File: config.mk
export PLATFORM = sky130hd
export DESIGN_NAME = opstate_ctrl
export DESIGN_NICKNAME = d
export VERILOG_FILES = /design/src/rtl/opstate_pkg.sv /design/src/rtl/opstate_settle.sv /design/src/rtl/opstate_decode.sv /design/src/rtl/opstate_core.sv /design/src/rtl/opstate_ctrl.sv
export SDC_FILE = /design/constraint.sdc
export NUM_CORES = 1
export LEC_CHECK = 0
export ABC_CLOCK_PERIOD_IN_PS = 4330
export BUFFER_PORTS_ARGS = -buffer_cell sky130_fd_sc_hd__buf_4
export CORE_AREA = 3 3 40 42
export CTS_CLUSTER_SIZE = 16
export DETAILED_ROUTE_END_ITERATION = 10
export DIE_AREA = 0 0 43 45
export GPL_TIMING_DRIVEN = 0
export SLEW_MARGIN = 15
export SYNTH_ARGS = -nofsm -noshare
export SYNTH_HDL_FRONTEND = slang
export SYNTH_SLANG_ARGS = --single-unit
File: constraint.sdc
create_clock -name clk -period 4.33 [get_ports clk]
set_input_delay 0.2165 -clock clk [delete_from_list [all_inputs] [get_ports clk]]
set_output_delay 0.2165 -clock clk [all_outputs]
set_load 0.01 [all_outputs]
File: src/rtl/opstate_pkg.sv
package opstate_pkg;

    typedef enum logic [1:0] {
        ST_IDLE = 2'd0,
        ST_GO   = 2'd1,
        ST_CLR  = 2'd2,
        ST_HOLD = 2'd3
    } op_code_e;

    typedef struct packed {
        logic     take;
        op_code_e nxt;
        logic     clr;
    } dec_t;

    function automatic logic is_steady(input op_code_e c);
        return c != ST_CLR;
    endfunction

endpackage

File: src/rtl/opstate_settle.sv
module opstate_settle #(
    parameter int SETTLE_CYC = 4
) (
    input  logic clk,
    input  logic rst,
    input  logic start,
    output logic ready
);
    localparam int CW = $clog2(SETTLE_CYC + 1);
    localparam logic [CW-1:0] LOAD = CW'(SETTLE_CYC);

    logic [CW-1:0] cnt;

    always_ff @(posedge clk) begin
        if (rst) begin
            cnt <= '0;
        end else if (start) begin
            cnt <= LOAD;
        end else if (cnt != '0) begin
            cnt <= cnt - 1'b1;
        end
    end

    assign ready = (cnt == '0);

    // a started window always shows busy on the next cycle
    p_busy_after_start_r3: assert property (@(posedge clk) disable iff (rst)
        start |=> !ready);

endmodule

File: src/rtl/opstate_decode.sv
module opstate_decode
    import opstate_pkg::*;
(
    input  logic     clk,
    input  logic     rst,
    input  op_code_e cur,
    input  logic     ready,
    input  logic     req_we,
    input  logic [1:0] req_code,
    input  logic     sw_hit,
    output dec_t     dec
);
    logic     armed_q, armed_n;
    op_code_e code;

    assign code = op_code_e'(req_code);

    always_comb begin
        dec     = '0;
        dec.nxt = cur;
        armed_n = armed_q;
        if (sw_hit) begin
            dec.take = 1'b1;
            dec.nxt  = ST_IDLE;
            dec.clr  = 1'b1;
            armed_n  = 1'b0;
        end else if (req_we && ready) begin
            if (cur == ST_HOLD) begin
                if (code == ST_CLR) begin
                    if (armed_q) begin
                        dec.take = 1'b1;
                        dec.nxt  = ST_IDLE;
                        dec.clr  = 1'b1;
                        armed_n  = 1'b0;
                    end else begin
                        armed_n  = 1'b1;
                    end
                end else begin
                    armed_n = 1'b0;
                    if (code != ST_IDLE) begin
                        dec.take = 1'b1;
                        dec.nxt  = code;
                    end
                end
            end else if (is_steady(code)) begin
                dec.take = 1'b1;
                dec.nxt  = code;
                dec.clr  = (code == ST_IDLE) && (cur != ST_IDLE);
            end
        end
    end

    always_ff @(posedge clk) begin
        if (rst) armed_q <= 1'b0;
        else     armed_q <= armed_n;
    end

    // frozen mode cannot reach idle without an armed exit or a software reset
    p_pause_exit_r6: assert property (@(posedge clk) disable iff (rst)
        (cur == ST_HOLD && !armed_q && !sw_hit) |=> (cur != ST_IDLE));

    // while settling, nothing but a software reset changes the mode
    p_busy_ignore_r4: assert property (@(posedge clk) disable iff (rst)
        (!ready && !sw_hit) |=> $stable(cur));

endmodule

File: src/rtl/opstate_core.sv
module opstate_core
    import opstate_pkg::*;
(
    input  logic     clk,
    input  logic     rst,
    input  dec_t     dec,
    output op_code_e cur,
    output logic     shift_en,
    output logic     shift_hold,
    output logic     side_clr
);
    always_ff @(posedge clk) begin
        if (rst) begin
            cur      <= ST_IDLE;
            side_clr <= 1'b0;
        end else begin
            side_clr <= dec.clr;
            if (dec.take) cur <= dec.nxt;
        end
    end

    assign shift_en   = (cur == ST_GO);
    assign shift_hold = (cur == ST_HOLD);

    // the clear code is never a held mode
    p_no_clear_state_r1: assert property (@(posedge clk) disable iff (rst)
        cur != ST_CLR);

    // shifting and holding never overlap
    p_enables_r10: assert property (@(posedge clk) disable iff (rst)
        !(shift_en && shift_hold));

    // the side clear only accompanies idle
    p_clr_in_idle_r9: assert property (@(posedge clk) disable iff (rst)
        side_clr |-> (cur == ST_IDLE));

endmodule

File: src/rtl/opstate_ctrl.sv
module opstate_ctrl
    import opstate_pkg::*;
#(
    parameter int SETTLE_CYC = 4
) (
    input  logic       clk,
    input  logic       rst,
    input  logic       req_we,
    input  logic [1:0] req_code,
    input  logic       swrst_we,
    input  logic       swrst_bit,
    output logic [2:0] stat_rd,
    output logic       shift_en,
    output logic       shift_hold,
    output logic       side_clr
);
    logic     ready;
    logic     sw_hit;
    dec_t     dec;
    op_code_e cur;

    assign sw_hit = swrst_we && swrst_bit;

    opstate_decode u_dec (
        .clk      (clk),
        .rst      (rst),
        .cur      (cur),
        .ready    (ready),
        .req_we   (req_we),
        .req_code (req_code),
        .sw_hit   (sw_hit),
        .dec      (dec)
    );

    opstate_settle #(.SETTLE_CYC(SETTLE_CYC)) u_settle (
        .clk   (clk),
        .rst   (rst),
        .start (dec.take),
        .ready (ready)
    );

    opstate_core u_core (
        .clk        (clk),
        .rst        (rst),
        .dec        (dec),
        .cur        (cur),
        .shift_en   (shift_en),
        .shift_hold (shift_hold),
        .side_clr   (side_clr)
    );

    assign stat_rd = {ready, cur};

    // a software reset lands in idle with a clear and a busy flag
    p_sw_reset_r8: assert property (@(posedge clk) disable iff (rst)
        (swrst_we && swrst_bit) |=> (stat_rd == 3'b000 && side_clr));

    // a clear code outside frozen mode leaves the readout alone
    p_clear_ignored_r5: assert property (@(posedge clk) disable iff (rst)
        (req_we && req_code == 2'd2 && stat_rd[2] && stat_rd[1:0] != 2'd3
         && !(swrst_we && swrst_bit)) |=> (stat_rd == $past(stat_rd)));

endmodule

==> impl_metrics.tcl, run 1 <==
set metrics [dict create \
    worst_path_most_repeated_cell "sky130_fd_sc_hd__ha_1" \
    post_synth_most_frequent_cells "sky130_fd_sc_hd__dfxtp_1, sky130_fd_sc_hd__inv_1, sky130_fd_sc_hd__ha_1, sky130_fd_sc_hd__nand2_1" \
    drv_slew 0 \
    clockRootBuffer "sky130_fd_sc_hd__clkbuf_4" \
    syn-mean-instance-area_sq_um 8.68 \
    io_pins 13 \
    yosys_warnings 0 \
    hp-class "in2reg" \
    htree_num_levels 1 \
    initialDrtViolationCount 3 \
    postSynth.asyncResetShare_pct 0 \
    power.density_cell_area_nw_per_um2 457 \
    finish.utilization_pct 43.6 \
    non_filler_instances 80 \
    core_area_sq_um 1280 \
    worst_slew_slack_as_a_fraction_of_its_limit_pct 75.8 \
    period_minus_slack_ns 1.66 \
    wire_length_of_the_first_global_routing_pass_mm 1.36 \
    die_width_microns 43 \
    final.setup.tns_ns 0 \
    cts_made_buffers 3 \
    max-vdd-ir-drop_mv 0.209 \
    post-cts-setup-buffer-count 0 \
    multi_input_comb_area_sq_um 248 \
    achievable-frequency_mhz 603 \
    storage_cell_area_sq_um 140 \
    status "complete, no violations" \
    drtPass1Iterations 4 \
    max_cap_viol_count 0 \
    placedCellCount 76 \
    clock_tree_from_tritoncts "built" \
    timing.critical_path.required_ns 4.51 \
    number_of_clock_sinks_seen_by_cts 7 \
    yosys.cell_count.top_type "sky130_fd_sc_hd__dfxtp_1" \
    critical_path.cell_chain "inv_1 -> ha_1 -> ha_1 -> buf_4 -> nand2_1 -> or4_1 -> a21boi_1" \
    synth_seq_area_share_pct 32.9 \
    mappedNetlistNets 59 \
    antenna_cells_inserted 0 \
    portBuffers 12 \
    synth_top_flop_cell "sky130_fd_sc_hd__dfxtp_1" \
    post_route_cells_drive_above_1_share_pct 32.3 \
    design_area_sq_um 561 \
    gpl.final_weighted_congestion 0.819 \
    yosys_register_bits 7 \
    worstSkewPairLatency_ns 0.24 \
    final_nets 76 \
    timing.critical_path.slowest_stage_cell "sky130_fd_sc_hd__or4_1" \
    leakage_uw 0.000261 \
    dpl-instance-area_sq_um 534 \
    route.vias.total 401 \
    synth_enable_flop_cells 0 \
    clk_pin_slew_worst_paths_ns 0.05 \
    cts_resized 0 \
    grt_setup_unrepaired "no" \
    sequential_cell_fraction_of_total_power_pct 33.2 \
    crit_path_max_fanout 7 \
    totalWireLength_microns 851 \
    deepest_clock_path_buffer_count 2 \
    cts_hold_buf 0 \
    detail_route.wl_per_cell_microns 10.6 \
    netlist-cell-type-count 27 \
    synth.top_cell.area_share_pct 32.9 \
    synthCells 49 \
    total_routing_resource_utilization_after_global_routing_pct 9.66 \
    post-dp-hpwl_microns 688 \
    post-synth-top-area-cell "sky130_fd_sc_hd__dfxtp_1" \
    final.period_utilization_pct 38.3 \
    worstSetupEndpointType "flop" \
    final.setup_skew_ns 0.00342 \
    count_of_antenna_violating_nets_left_after_detailed_routing 0 \
    grt.overflow.total 0 \
    sw_frac_of_total_pct 32.9 \
    finalSetupViolations 0 \
    antenna_found_initial 0 \
    growth_of_design_area_from_synthesis_to_finish_pct 31.8 \
    fp-row-count 13 \
    worstMarginPinSlew_ns 0.362 \
    post_drt_via_cell_ratio 5.01 \
    die_area_sq_um 1940 \
    critical_path_class "reg2reg" \
    p_comb_share_pct 44.1 \
    worstPathArrival_ns 1.84 \
    maximum_number_of_pins_on_one_net_before_global_route_repair 9 \
    drc 0 \
    hold_viol 0 \
    clkPwrFrac_pct 22.8 \
    max_stage_delay_ns 0.49 \
    n_fill_cell 132 \
    first_global_vias 332 \
    internal-power_uw 172 \
    fp.dieH_microns 45 \
    netlist_top_cells_area "sky130_fd_sc_hd__dfxtp_1, sky130_fd_sc_hd__ha_1, sky130_fd_sc_hd__inv_1" \
    floorplan.initialDensity_pct 33.1 \
    power.net_switching_uw 84.1 \
    worstSetupStartpointType "flop" \
    syn-cell-area_sq_um 425 \
]
[metrics by stage]
stage          setup WS (ns)  total power (uW)  hold WS (ns)
5_1_grt                 2.54               280         0.161
4_1_cts                 2.64               261         0.151
3_3_place_gp            2.70               199         0.409
3_5_place_dp            2.65               201         0.413
6_report                2.67               256         0.160
2_1_floorplan           2.80               167         0.286
[state kept, by name (all words and copies together), names as in the netlist]
signal           flops
u_settle.cnt         3
u_core.cur           2
u_core.side_clr      1
u_dec.armed_q        1
[worst max-delay path: cells and delay by family (launching register included)]
kind	cells	cell delay (ns)
AOI/OAI and AO/OA	1	0.13
adders and majority gates	2	0.31
buffers and inverters	2	0.21
DFF	1	0.32
and+or+nand+nor	2	0.62
[area by class of cell]
cell class / count / share of cell area [%]
inverter: 6 / 4.02
sequential: 7 / 25.0
tap: 15 / 3.35
buffer: 2 / 2.68
timing repair buffer: 12 / 16.1
clock buffer: 4 / 4.69
multi-input combinational: 34 / 44.2
[final timing paths]
path	end	start	depth (start not counted)	slack, ns
max	u_dec.armed_q$_SDFFE_PP0P_	u_settle.cnt[0]$_SDFFE_PP0P_	7	2.67
min	u_settle.cnt[2]$_SDFFE_PP0P_	rst	2	0.16
max reg2reg	u_dec.armed_q$_SDFFE_PP0P_	u_settle.cnt[0]$_SDFFE_PP0P_	7	2.67
min reg2reg	u_dec.armed_q$_SDFFE_PP0P_	u_dec.armed_q$_SDFFE_PP0P_	2	0.51
[kinds of logic after synthesis]
group	share of synthesized area [%]
AO/OA/AOI/OAI	20.9
buffers and inverters	8.82
flip-flops	32.9
multiplexers	2.35
adder cells (fa/ha/maj)	11.2
AND/OR/NAND/NOR	21.8
XOR/XNOR	2.06
[placed cells by master (no fill, tap or decap), types with 2 or more instances in the layout]
| cell type | count |
|---|---|
| sky130_fd_sc_hd__a211oi_1 | 2 |
| sky130_fd_sc_hd__ha_1 | 3 |
| sky130_fd_sc_hd__a21oi_1 | 2 |
| sky130_fd_sc_hd__dfxtp_1 | 7 |
| sky130_fd_sc_hd__a31oi_1 | 2 |
| sky130_fd_sc_hd__inv_1 | 6 |
| sky130_fd_sc_hd__and3_1 | 2 |
| sky130_fd_sc_hd__nand2_1 | 3 |
| sky130_fd_sc_hd__clkbuf_4 | 3 |
| sky130_fd_sc_hd__nand4_1 | 2 |
| sky130_fd_sc_hd__o21ai_0 | 2 |
| sky130_fd_sc_hd__buf_4 | 14 |
[metal layers]
metal	part of all wire (%)	vias up	GRT usage (%)	routed length (microns)
met4	2.6	0	7.23	22
met2	45	12	16.8	382
met1	46	177	10.1	395
met3	5.9	2	2.39	50
li1	-	210	-	-
met5	0	-	0	0
[power groups by stage]
stage | logic [uW] | clock network, uW | registers, uW
after floorplan | 81.6 | 0 | 85.5
after global placement | 113 | 0 | 86.0
after detailed placement | 115 | 0 | 86.4
after CTS | 115 | 60.4 | 85.0
after global routing | 129 | 65.2 | 86.1
final | 113 | 58.4 | 84.9
No activity file was read; power rests on OpenSTA's default activity.
==> inputs of run 2 (changes only) <==
--- a/config.mk
+++ b/config.mk
@@ -5,7 +5,7 @@
 export SDC_FILE = /design/constraint.sdc
 export NUM_CORES = 1
 export LEC_CHECK = 0
-export ABC_CLOCK_PERIOD_IN_PS = 4330
+export ABC_CLOCK_PERIOD_IN_PS = 1650
 export BUFFER_PORTS_ARGS = -buffer_cell sky130_fd_sc_hd__buf_4
 export CORE_AREA = 3 3 40 42
 export CTS_CLUSTER_SIZE = 16
==> constraint.sdc (replaced) <==
create_clock -name clk -period 1.65 [get_ports clk]
set_input_delay 0.0825 -clock clk [delete_from_list [all_inputs] [get_ports clk]]
set_output_delay 0.0825 -clock clk [all_outputs]
set_load 0.01 [all_outputs]
==> run 2 against run 1 <==
Net effect:
- non-clock buffer count is 4 higher
- power rose to 3.2 times the previous value
- clock-buffer cell count stayed put
- critical path depth is the same
- worst setup slack got worse by 2.6 ns
- flip-flop and latch count is the same
- via count up 4.2%
- first-iteration DRC count shrank 67%
- routed wire length up 7.9%
- clock power grew to 2.6 times the previous value
- clock skew fell by 0.0014 ns
- die area unchanged
- highest routed layer unchanged
==> impl_metrics.tcl, run 2 (synthesis results as in run 1) <==
set metrics [dict create \
    worstSkewPairLatency_ns 0.24 \
    max_stage_delay_ns 0.47 \
    gpl.final_weighted_congestion 0.819 \
    worstSetupEndpointType "flop" \
    cts_hold_buf 0 \
    timing.critical_path.slowest_stage_cell "sky130_fd_sc_hd__or4_1" \
    n_fill_cell 123 \
    hold_viol 0 \
    hold_start "rst" \
    floorplan.initialDensity_pct 33.1 \
    drtPass1Iterations 4 \
    drc 0 \
    final.period_utilization_pct 95.0 \
    post_route_cells_drive_above_1_share_pct 40.6 \
    max-vdd-ir-drop_mv 0.581 \
    number_of_clock_sinks_seen_by_cts 7 \
    status "complete, no violations" \
    clockRootBuffer "sky130_fd_sc_hd__clkbuf_4" \
    antenna_found_initial 0 \
    buf_inv_on_cp 2 \
    portBuffers 12 \
    reg.largest.list "u_settle.cnt x3, u_core.cur x2" \
    die_area_sq_um 1940 \
    min_delay_path_depth 2 \
    worstSetupStartpointType "flop" \
    htree_num_levels 1 \
    fp.dieH_microns 45 \
    count_of_antenna_violating_nets_left_after_detailed_routing 0 \
    initialDrtViolationCount 1 \
    antenna_cells_inserted 0 \
    sw_frac_of_total_pct 32.3 \
    power.net_switching_uw 264 \
    total_routing_resource_utilization_after_global_routing_pct 9.83 \
    hp-class "in2reg" \
    crit_path_max_fanout 6 \
    critical_path.cell_chain "inv_1 -> ha_2 -> ha_4 -> buf_6 -> nand2_4 -> or4_1 -> a21boi_1" \
    route.vias.total 418 \
    regMostFlops "u_settle.cnt" \
    post_drt_via_cell_ratio 4.98 \
    worst_reg_to_reg_setup_slack_ns 0.08 \
    leakage_uw 0.000285 \
    clock_tree_from_tritoncts "built" \
    critical_path_class "reg2reg" \
    clkPwrFrac_pct 18.8 \
    crit-reg2reg-capture "u_dec.armed_q$_SDFFE_PP0P_" \
    detail_route.wl_per_cell_microns 10.9 \
    power.density_cell_area_nw_per_um2 1330 \
    period_minus_slack_ns 1.57 \
    r2r.worst_path.cells 7 \
    final.setup.tns_ns 0 \
    pre_cts_setup_slack_ns -0.0312 \
    finalSetupViolations 0 \
    post-layout-total-power_uw 819 \
    wire_length_of_the_first_global_routing_pass_mm 1.39 \
    post-dp-hpwl_microns 688 \
    min_to "u_settle.cnt[2]$_SDFFE_PP0P_" \
    path_delay_family "simple AND/OR/NAND/NOR gates" \
    grt_setup_unrepaired "no" \
    max_cap_viol_count 0 \
    final.setup_skew_ns 0.00199 \
    fp-row-count 13 \
    maximum_number_of_pins_on_one_net_before_global_route_repair 9 \
    clk_pin_slew_worst_paths_ns 0.05 \
    growth_of_design_area_from_synthesis_to_finish_pct 45.0 \
    achievable-frequency_mhz 638 \
    sequential_cell_fraction_of_total_power_pct 27.2 \
    grt.overflow.total 0 \
    core_area_sq_um 1280 \
    deepest_clock_path_buffer_count 2 \
    design_area_sq_um 617 \
    final_nets 80 \
    first_global_vias 337 \
    fin_hold_ws_ns 0.0232 \
    layout_commonest_cell "sky130_fd_sc_hd__buf_4" \
    drv_slew 0 \
    dpl-instance-area_sq_um 534 \
    die_width_microns 43 \
    p_comb_share_pct 53.9 \
    worst_slew_slack_as_a_fraction_of_its_limit_pct 75.7 \
    timing.critical_path.required_ns 1.83 \
    totalWireLength_microns 918 \
    cts_made_buffers 3 \
    internal-power_uw 555 \
    mostFrequentLayoutCells "sky130_fd_sc_hd__buf_4, sky130_fd_sc_hd__dfxtp_1, sky130_fd_sc_hd__inv_1" \
    worstPathArrival_ns 1.75 \
    worstMarginPinSlew_ns 0.365 \
    layout_setup_ws_ns 0.0829 \
    largest_reg_flops 3 \
    io_pins 13 \
    r2r-start "u_settle.cnt[0]$_SDFFE_PP0P_" \
]
-- run 2: what timing repair did --
item | CTS | global route
gates resized for setup | 1 | 5
pin swaps | 0 | 3
setup buffers | 0 | 4
setup endpoints to repair | 1 | 1
-- run 2: worst max path at each step --
stage	start	to	slack, ns	cells past startpoint
after floorplan	u_settle.cnt[0]$_SDFFE_PP0P_	u_dec.armed_q$_SDFFE_PP0P_	0.12	7
after global placement	u_settle.cnt[0]$_SDFFE_PP0P_	u_dec.armed_q$_SDFFE_PP0P_	0.02	7
after detailed placement	u_settle.cnt[0]$_SDFFE_PP0P_	u_dec.armed_q$_SDFFE_PP0P_	-0.03	7
after CTS	u_settle.cnt[0]$_SDFFE_PP0P_	u_dec.armed_q$_SDFFE_PP0P_	0.01	7
after global routing	u_settle.cnt[0]$_SDFFE_PP0P_	u_dec.armed_q$_SDFFE_PP0P_	0.01	7
final	u_settle.cnt[0]$_SDFFE_PP0P_	u_dec.armed_q$_SDFFE_PP0P_	0.08	7
-- run 2: layout make-up --
cell class / instances / area (sq um) / area share (%)
sequential: 7 / 140 / 22.7
tap: 15 / 18.8 / 3.04
inverter: 6 / 22.5 / 3.65
buffer: 2 / 18.8 / 3.04
multi-input combinational: 34 / 270 / 43.8
clock buffer: 4 / 26.3 / 4.26
timing repair buffer: 16 / 120 / 19.5
-- run 2: layer usage --
| metal | share of wire (%) | vias up | track usage [%] |
|---|---|---|---|
| li1 | - | 217 | - |
| met1 | 47 | 191 | 10.1 |
| met2 | 45 | 8 | 17.4 |
| met3 | 4.9 | 2 | 2.39 |
| met4 | 2.4 | 0 | 7.23 |
| met5 | 0 | - | 0 |
-- run 2: power by group through the flow --
| stage | Combinational (uW) | Clock [uW] | Sequential, uW |
|---|---|---|---|
| after floorplan | 214 | 0 | 224 |
| after global placement | 297 | 0 | 226 |
| after detailed placement | 302 | 0 | 227 |
| after CTS | 307 | 159 | 223 |
| after global routing | 485 | 170 | 225 |
| final | 442 | 154 | 223 |
-- run 2: metrics by stage --
stage / std cells / utilization, %
global route: 84 / 48.0
detailed placement: 76 / 41.6
global placement: 76 / 41.6
floorplan: 49 / -
finish: 84 / 48.0
CTS: 80 / 43.8
